<file path="src/rtl/zbt_pkg.sv">
`timescale 1ns/1ps
package zbt_pkg;

    typedef enum logic [1:0] {
        OP_IDLE  = 2'd0,
        OP_READ  = 2'd1,
        OP_WRITE = 2'd2
    } op_e;

    // Low two address bits of a burst beat.
    function automatic logic [1:0] beat_offset(input logic [1:0] start,
                                               input logic [1:0] beat,
                                               input logic       interleave);
        return interleave ? (start ^ beat) : (start + beat);
    endfunction

endpackage

</file>
<file path="src/rtl/zbt_burst_addr.sv">
`timescale 1ns/1ps
module zbt_burst_addr
    import zbt_pkg::*;
#(
    parameter int ADDR_W = 6
) (
    input  logic [ADDR_W-1:0] base,
    input  logic [1:0]        beat,
    input  logic              interleave,
    output logic [ADDR_W-1:0] beat_addr
);

    localparam int HI_W = ADDR_W - 2;

    logic [HI_W-1:0] hi_bits;
    logic [1:0]      lo_bits;

    always_comb begin
        hi_bits   = base[ADDR_W-1:2];
        lo_bits   = beat_offset(base[1:0], beat, interleave);
        beat_addr = {hi_bits, lo_bits};
    end

endmodule

</file>
<file path="src/rtl/zbt_lane_store.sv">
`timescale 1ns/1ps
module zbt_lane_store #(
    parameter int ADDR_W = 6,
    parameter int LANES  = 4,
    parameter int LANE_W = 9
) (
    input  logic                    clk,
    input  logic                    commit,
    input  logic                    pend_valid,
    input  logic [ADDR_W-1:0]       pend_addr,
    input  logic [LANES-1:0]        pend_bw,
    input  logic [LANES*LANE_W-1:0] pend_data,
    input  logic [ADDR_W-1:0]       rd_addr,
    output logic [LANES*LANE_W-1:0] rd_data
);

    localparam int DEPTH = 1 << ADDR_W;

    logic hit;
    assign hit = pend_valid && (pend_addr == rd_addr);

    for (genvar g = 0; g < LANES; g++) begin : g_lane
        logic [LANE_W-1:0] mem_q [DEPTH];
        logic [LANE_W-1:0] arr_word;

        always_ff @(posedge clk) begin
            if (commit && pend_valid && pend_bw[g]) begin
                mem_q[pend_addr] <= pend_data[g*LANE_W +: LANE_W];
            end
        end

        always_comb begin
            arr_word = mem_q[rd_addr];
            rd_data[g*LANE_W +: LANE_W] = (hit && pend_bw[g])
                ? pend_data[g*LANE_W +: LANE_W] : arr_word;
        end
    end

endmodule

</file>
<file path="src/rtl/zbt_sram.sv">
`timescale 1ns/1ps
module zbt_sram
    import zbt_pkg::*;
#(
    parameter int ADDR_W = 6,
    parameter int LANES  = 4,
    parameter int LANE_W = 9
) (
    input  logic                    clk,
    input  logic                    rst_n,
    input  logic                    cke,
    input  logic [ADDR_W-1:0]       addr,
    input  logic                    adv_ld,
    input  logic                    we,
    input  logic [LANES-1:0]        bw,
    input  logic                    cs_a,
    input  logic                    cs_b,
    input  logic                    cs_c_n,
    input  logic                    burst_il,
    input  logic                    sleep,
    input  logic [LANES*LANE_W-1:0] din,
    output logic [LANES*LANE_W-1:0] dout,
    output logic                    dout_en
);

    localparam int DATA_W = LANES * LANE_W;

    typedef struct packed {
        op_e               op;
        logic [ADDR_W-1:0] addr;
        logic [LANES-1:0]  bw;
    } cmd_t;

    typedef struct packed {
        logic              burst_act;
        op_e               burst_op;
        logic [ADDR_W-1:0] burst_base;
        logic [1:0]        burst_beat;
        cmd_t              stage1;
        cmd_t              stage2;
        logic              pend_v;
        logic [ADDR_W-1:0] pend_a;
        logic [LANES-1:0]  pend_b;
        logic [DATA_W-1:0] pend_d;
        logic [DATA_W-1:0] out_d;
        logic              out_en;
    } state_t;

    state_t st_q, st_d;

    logic              step;
    logic              selected;
    logic [1:0]        next_beat;
    logic [ADDR_W-1:0] adv_addr;
    logic [DATA_W-1:0] rd_word;

    assign step      = cke | sleep;
    assign selected  = cs_a & cs_b & ~cs_c_n;
    assign next_beat = st_q.burst_beat + 2'd1;

    zbt_burst_addr #(.ADDR_W(ADDR_W)) u_burst (
        .base       (st_q.burst_base),
        .beat       (next_beat),
        .interleave (burst_il),
        .beat_addr  (adv_addr)
    );

    zbt_lane_store #(.ADDR_W(ADDR_W), .LANES(LANES), .LANE_W(LANE_W)) u_store (
        .clk        (clk),
        .commit     (step),
        .pend_valid (st_q.pend_v),
        .pend_addr  (st_q.pend_a),
        .pend_bw    (st_q.pend_b),
        .pend_data  (st_q.pend_d),
        .rd_addr    (st_q.stage2.addr),
        .rd_data    (rd_word)
    );

    always_comb begin
        st_d = st_q;
        if (step) begin
            // data phase of the command issued two enabled cycles ago
            st_d.pend_v = 1'b0;
            st_d.out_d  = '0;
            st_d.out_en = 1'b0;
            if (st_q.stage2.op == OP_READ && !sleep) begin
                st_d.out_d  = rd_word;
                st_d.out_en = 1'b1;
            end
            if (st_q.stage2.op == OP_WRITE) begin
                st_d.pend_v = 1'b1;
                st_d.pend_a = st_q.stage2.addr;
                st_d.pend_b = st_q.stage2.bw;
                st_d.pend_d = din;
            end

            // pipeline shift
            st_d.stage2    = st_q.stage1;
            st_d.stage1.op = OP_IDLE;

            // new command
            if (sleep) begin
                st_d.burst_act = 1'b0;
            end else if (!adv_ld) begin
                if (selected) begin
                    st_d.burst_act  = 1'b1;
                    st_d.burst_op   = we ? OP_WRITE : OP_READ;
                    st_d.burst_base = addr;
                    st_d.burst_beat = 2'd0;
                    st_d.stage1     = '{op: (we ? OP_WRITE : OP_READ), addr: addr, bw: bw};
                end else begin
                    st_d.burst_act = 1'b0;
                end
            end else if (st_q.burst_act) begin
                st_d.burst_beat = next_beat;
                st_d.stage1     = '{op: st_q.burst_op, addr: adv_addr, bw: bw};
            end
        end
    end

    always_ff @(posedge clk) begin
        if (!rst_n) begin
            st_q <= '0;
        end else begin
            st_q <= st_d;
        end
    end

    assign dout    = st_q.out_d;
    assign dout_en = st_q.out_en;

    // A stalled cycle leaves the output register untouched.
    assert_stall_hold_R7: assert property (@(posedge clk) disable iff (!rst_n)
        (!cke && !sleep) |=> ($stable(dout) && $stable(dout_en)));

    // Sleep never drives the bus.
    assert_sleep_quiet_R10: assert property (@(posedge clk) disable iff (!rst_n)
        sleep |=> !dout_en);

    // Sleep is requested only with an empty command pipeline.
    assert_sleep_entry_R10: assert property (@(posedge clk) disable iff (!rst_n)
        $rose(sleep) |-> (st_q.stage1.op == OP_IDLE && st_q.stage2.op == OP_IDLE));

    // The bus is released during every write data phase.
    assert_write_phase_off_R8: assert property (@(posedge clk) disable iff (!rst_n)
        (step && st_q.stage2.op == OP_WRITE) |=> !dout_en);

    // A burst beat never leaves its group of four words.
    assert_burst_group_R5: assert property (@(posedge clk) disable iff (!rst_n)
        (cke && !sleep && adv_ld && st_q.burst_act)
            |=> (st_q.stage1.addr[ADDR_W-1:2] == $past(st_q.stage1.addr[ADDR_W-1:2])));

endmodule

</file>
<file path="config.mk">
export PLATFORM = sky130hd
export DESIGN_NAME = zbt_sram
export DESIGN_NICKNAME = d
export VERILOG_FILES = /design/src/rtl/zbt_pkg.sv /design/src/rtl/zbt_burst_addr.sv /design/src/rtl/zbt_lane_store.sv /design/src/rtl/zbt_sram.sv
export SDC_FILE = /design/constraint.sdc
export NUM_CORES = 2
export LEC_CHECK = 0
export BUFFER_PORTS_ARGS = -buffer_cell sky130_fd_sc_hd__buf_2
export CAP_MARGIN = 20
export CORE_MARGIN = 2
export CORE_UTILIZATION = 35
export CTS_CLUSTER_SIZE = 30
export DETAILED_ROUTE_END_ITERATION = 10
export PLACE_DENSITY = 0.45
export SKIP_LAST_GASP = 1
export SYNTH_ARGS = -nofsm -noshare
export SYNTH_HDL_FRONTEND = slang
export SYNTH_SLANG_ARGS = --single-unit
</file>
<file path="constraint.sdc">
create_clock -name clk -period 2.25 [get_ports clk]
set_input_delay 0.225 -clock clk [delete_from_list [all_inputs] [get_ports clk]]
set_output_delay 0.225 -clock clk [all_outputs]
set_load 0.02 [all_outputs]
</file>
# Word level (Yosys, flattened, before mapping)
# Memories as Yosys holds them, arrays and structs flattened. A register that Yosys moved wholly into a read port is not among the register bits.
# Cells that the tools add are included.
[classes] mux=31 n_bitwise=7 add_sub_neg=2 eq_ne=5 n_reduce_logical=17
[ops] op="$mux W6" count=8
[ops] op="$mux W47" count=1
[ops] op="$mux W9" count=5
[ops] op="$mux W37" count=1
[ops] op="$mux W14" count=2
[ops] op="$mux W22" count=1
[ops] op="$mux W12" count=1
[ops] op="$logic_and A1 B1 Y1" count=11
[ops] op="$mux W1" count=10
[ops] op="$reduce_and A4 Y1" count=2
[ops] op="$eq A6 B6 Y1" count=1
[ops] op="$mux W2" count=2
[ops] op="$ne A2 B1 Y1 const B" count=2
[ops] op="$reduce_and A2 Y1" count=2
[ops] op="$not A1 Y1" count=3
[ops] op="$add A2 B1 Y2 const B" count=1
[ops] op="$add A2 B2 Y2" count=1
[ops] op="$and A1 B1 Y1" count=2
[ops] op="$eq A2 B1 Y1 const B" count=1
[ops] op="$eq A2 B2 Y1 const B" count=1
[ops] op="$reduce_bool A2 Y1" count=1
[ops] op="$xor A2 B2 Y2" count=1
[ops] op="$logic_not A1 Y1" count=1
[ops] op="$or A1 B1 Y1" count=1
[totals] elab_cells=82 memories=4 regBits=119 input_bits=56 ram_bits=2304
[mem_list] memory="u_store.g_lane[0].mem_q" depth=64 word_bits=9 rd=1 rd_ports_with_merged_regs=1 write_ports=1 line_no="zbt_lane_store.sv:23" source="logic [LANE_W-1:0] mem_q [DEPTH];"
[mem_list] memory="u_store.g_lane[1].mem_q" depth=64 word_bits=9 rd=1 rd_ports_with_merged_regs=1 write_ports=1 line_no="zbt_lane_store.sv:23"
[mem_list] memory="u_store.g_lane[2].mem_q" depth=64 word_bits=9 rd=1 rd_ports_with_merged_regs=1 write_ports=1 line_no="zbt_lane_store.sv:23"
[mem_list] memory="u_store.g_lane[3].mem_q" depth=64 word_bits=9 rd=1 rd_ports_with_merged_regs=1 write_ports=1 line_no="zbt_lane_store.sv:23"

# Logic depth before layout (Yosys ltp)
[logic_depth] ltp_word=6 mapped_depth=10 mapped_depth_nobuf=7

# Cells and area by module
# From an unflattened synthesis, not the netlist that was laid out.
[unflattened] hier_cells=4930 hier_area_um2=94090.2
[by_module_without_submodules] mod="zbt_lane_store" n_inst=1 area_each_um2=89324.4 seq_area_each_um2=69186.4 cells_each=4376
[by_module_without_submodules] mod="zbt_sram" n_inst=1 area_each_um2=4695.8 seq_area_each_um2=2382.3 cells_each=545
[by_module_without_submodules] mod="zbt_burst_addr" n_inst=1 area_each_um2=70.1 seq_area_each_um2=0.0 cells_each=9

# Least setup slack after synthesis
# No wires, ideal clock.
[synth_timing] path_type="register to register" startpoint="register (tool-made name)" endpoint="register st_q, in the netlist dout[16]" setup_time_ps=133 n_path_buf=4 t_arrival_ps=1930 period_less_slack_ps=2063 setup_slack_ps=187 stages_incl_launch_ff=10 required_time_ps=2117 path_cell_list="dfxtp_1 buf_2 buf_2 buf_2 buf_1 mux4_2 a22oi_1 nand2_1 a22oi_1 nand4_1"
[synth_lines] item="to (signal assigned)" line_no="zbt_sram.sv:125" source="st_q <= st_d;"
[synth_lines] item="to (decl)" line_no="zbt_sram.sv:49" source="state_t st_q, st_d;"

==> results.md <==
* Status: complete, but fails checks
* Failing checks: negative setup slack
* Initial Util at 35.26%
* Post-synth EDFFs at around 2300
* Iter 0 DRT Violations at between 4000 and 5000
* DRT Pass-1 Iters at 6
* H-tree depth at 5
* Post-route core utilization at around 45%
* Share of the synthesized area in the top cell type at 73.82%
* # setup viols final at 50
* Worst slew margin at 28.12%
* Max VDD drop at around 0.8 mV
* Final instance area at 119600 sq um
* Area after DPL at 105400 sq um
* Worst-Skew Late Latency at 0.96 ns
* DP HPWL at 193500 microns
* FF+latch count, synth at approximately 2400
* Synth Instances at approximately 5000
* Mapped Nets at between 5000 and 6000
* CTS Sinks at approximately 2400
* DRC viols at 0
* Fmax at roughly 420 MHz
* Setup crit end kind: register
* CP Cell Sequence: buf_12 -> buf_6 -> nand4b_1 -> buf_4 -> buf_12 -> buf_12 -> buf_12 -> o22ai_1 -> or4_4 -> o21ai_4 -> nand4_1
* Critical path fanouts, max at 5
* Power density cells at between 700 and 800 nW/um^2
* Die height at ~520 microns
* GRT Total Usage at a little over a fifth
* Placer Congestion at 0.8666
* Worst Skew at 0.05949 ns
* Layout area overhead at 27.60%
* Final std cells w/o fill at about 9800
* Port Buf Inserts at 92
* Clock buffer depth at 4
* Setup TNS at -2.841 ns
* Mean Syn Cell Area at approximately 19 sq um
* Fin crit share at 106.2%
* Initial antenna violation count at 11
* FFs w/ async S/R, synth at 0%
* TritonCTS clock tree: yes
* Hold Crit Depth at 5
* Sw Pwr at around 18 mW
* Synthesized area at 93730 sq um
* CP max stage delay at between 0.6 and 0.7 ns
* Setup ws final at -0.1398 ns
* Fill count at roughly 23000
* Final ANT Viol Nets at 0
* GRT overflow at 0
* FF-to-FF path depth at 11
* Hold Fails Final Rpt at 0
* Placed insts at just over 9000
* Comb pwr share at 0.8%
* Core area at 265800 sq um
* Vias per cell at between 5 and 6
* Io pins at 93
* Worst path required time at between 3 and 4 ns
* Hold Path Sink: st_q[102]
* Cell at the slowest stage of the critical path: or4_4
* Pint at 73.68 mW
* R2r endpoint: dout[7]
* Clock power frac at between 40 and 50%
* Final Max Slew Viols at 0
* Routed vias at around 52000
* Routed WL at 297000 microns
* WP data arrival at ~3.2 ns
* Crit-path leading delay family: simple AND/OR/NAND/NOR gates
* Die width at ~520 microns
* Worst slack, placed at -0.5971 ns
* Routed wire per std cell at a little over 30 microns
* Num CTS Buffers at around 280
* Final #Nets at 6153
* Predominant post-synthesis flop cell: edfxtp_1
* Max-cap violations at 0
* Largest area contributor in the netlist: edfxtp_1
* Clk root buf: clkbuf_16
* Worst path most repeated cell: buf_12
* Largest net degree at the start of global routing at around 80
* # rows at 189
* CTS clk-pin slew, worst paths at 0.06 ns
* Least-Margin Pin Slew at between 1 and 1.5 ns
* R2R Setup Slk at -0.14 ns
* Seq/Total Area, Yosys at between 70 and 80%
* Leak at about 33 nW
* Hold wc startpoint: cs_a
* Die Area at ~270000 sq um
* RSZ-0062 raised after global routing: true
* First-pass GRT wire length at ~410000 microns
* Tightest Hold Check Type: in2reg
* Period minus WS final at ~2.4 ns
* Sw Ratio at between 10% and 20%
* Synth top area cells: edfxtp_1 74%, mux4_2 8.1%, mux2i_1 3.4%, dfxtp_1 2.7%, a22oi_1 1.7%
* Vias in the first global route at roughly 53000
* Proportion of power drawn by flip-flops and latches at a little over half
* Yosys warns at 0
* CP Launch Type: register
* Share of layout cells above drive strength 1 at between 30% and 40%
* Unique masters post-synth at 51
* Worst path bufs/invs at 6
* Crit Path Class: reg2reg
==> state kept, by name (all words and copies together), names as in the netlist, named ones only <==
signal,cells
st_q,82
dout_en,1
dout,36
u_store.g_lane.mem_q,2304
==> worst max path at each step <==
stage	cells after the start	slack, ns	start	to
global placement	8	-0.73	st_q[78]	dout[33]
finish	11	-0.14	register	dout[7]
floorplan	9	0.19	register	dout[16]
global route	11	-0.18	register	dout[7]
detailed placement	8	-0.60	register	dout[0]
CTS	9	-0.19	register	dout[0]
==> final cells by class <==
cell class | count | area (sq um) | share of cell area [%]
multi-input cells | 2243 | 22530 | 18.84
inverters | 7 | 26.28 | 0.02197
clock inverters | 105 | 795.8 | 0.6654
well taps | 3533 | 4420 | 3.696
flip-flops and latches | 2429 | 71750 | 60.00
diodes | 4 | 10.01 | 0.008370
repair buffers | 1133 | 12560 | 10.50
clock buffers | 369 | 7498 | 6.270
==> worst register-to-register path: cells and delay by family (launching register included) <==
| kind | cells | cell delay, ns |
|---|---|---|
| AOI/OAI and AO/OA | 2 | 0.26 |
| and+or+nand+nor | 3 | 0.86 |
| DFF | 1 | 0.37 |
| buffers and inverters | 6 | 0.75 |
==> repair_timing <==
action	in CTS	in global routing
pin swaps	122	134
setup endpoints to repair	549	341
hold endpoints to repair	72	0
gates resized for setup	437	263
buffers inserted	123	54
hold buffers	67	0
cloned	30	7
==> cell usage after synthesis, types with 3 or more instances <==
| master | number |
|---|---|
| a222oi_1 | 10 |
| inv_1 | 6 |
| mux2i_1 | 322 |
| or4_1 | 36 |
| edfxtp_1 | 2304 |
| and2_1 | 4 |
| dfxtp_1 | 125 |
| nand4b_1 | 5 |
| and3_1 | 3 |
| clkbuf_1 | 132 |
| nor3b_1 | 7 |
| o2111ai_1 | 11 |
| buf_1 | 22 |
| nor3_1 | 44 |
| xnor2_1 | 6 |
| buf_4 | 63 |
| a211o_1 | 3 |
| buf_2 | 110 |
| a221oi_1 | 7 |
| buf_6 | 3 |
| a21oi_1 | 92 |
| nor4_2 | 3 |
| and3b_1 | 5 |
| nand2_1 | 309 |
| mux2_2 | 143 |
| nor2b_1 | 42 |
| nand3_1 | 5 |
| nand4bb_1 | 3 |
| nor4_4 | 4 |
| o22ai_1 | 181 |
| a211oi_1 | 36 |
| o21ai_1 | 5 |
| nand2b_1 | 4 |
| o21ai_0 | 70 |
| nor2_1 | 274 |
| mux4_2 | 338 |
| nand4_1 | 37 |
| a22oi_1 | 217 |
==> per-stage QoR <==
| stage | power, mW | hold slack [ns] |
|---|---|---|
| 2_1_floorplan | 49.94 | 0.3610 |
| 3_3_place_gp | 50.23 | 0.4431 |
| 3_5_place_dp | 50.23 | 0.4516 |
| 4_1_cts | 92.64 | 0.01526 |
| 5_1_grt | 94.38 | 0.06931 |
| 6_report | 91.64 | 0.1026 |
==> routing by layer <==
layer  vias up  part of all wire, %  track usage, %
met2      1498                   48           34.61
met5         -                0.012               0
met4         6                  3.3           6.619
li1      22472                    -               -
met1     27815                   43           29.49
met3       420                  5.6           4.157
==> cells in the final DEF, fill, tap and decap left out, drive strengths merged, types with 125 or more instances in the layout <==
cell type  netlist  final
a22oi          217    217
buf            198   1053
clkbuf         132    376
dfxtp          125    125
edfxtp        2304   2304
mux2           143    143
mux2i          322    322
mux4           338    338
nand2          309    309
nor2           274    274
o22ai          181    181
==> cell families after synthesis <==
family	after synthesis	share of synthesized area (%)
XOR/XNOR	9	0.09212
AO/OA/AOI/OAI	632	4.429
flip-flops	2429	76.49
adder cells (fa/ha/maj)	1	0.01335
multiplexers	803	13.28
AND/OR/NAND/NOR	798	3.926
buffers and inverters	337	1.773
==> power by group through the flow <==
stage / logic, mW / registers (mW) / clock network, mW
finish: 0.766 / 48.7 / 42.1
global route: 0.801 / 48.7 / 44.9
CTS: 0.739 / 48.7 / 43.2
detailed placement: 0.551 / 49.7 / 0
global placement: 0.549 / 49.7 / 0
floorplan: 0.254 / 49.7 / 0
No activity file was read; power rests on OpenSTA's default activity.
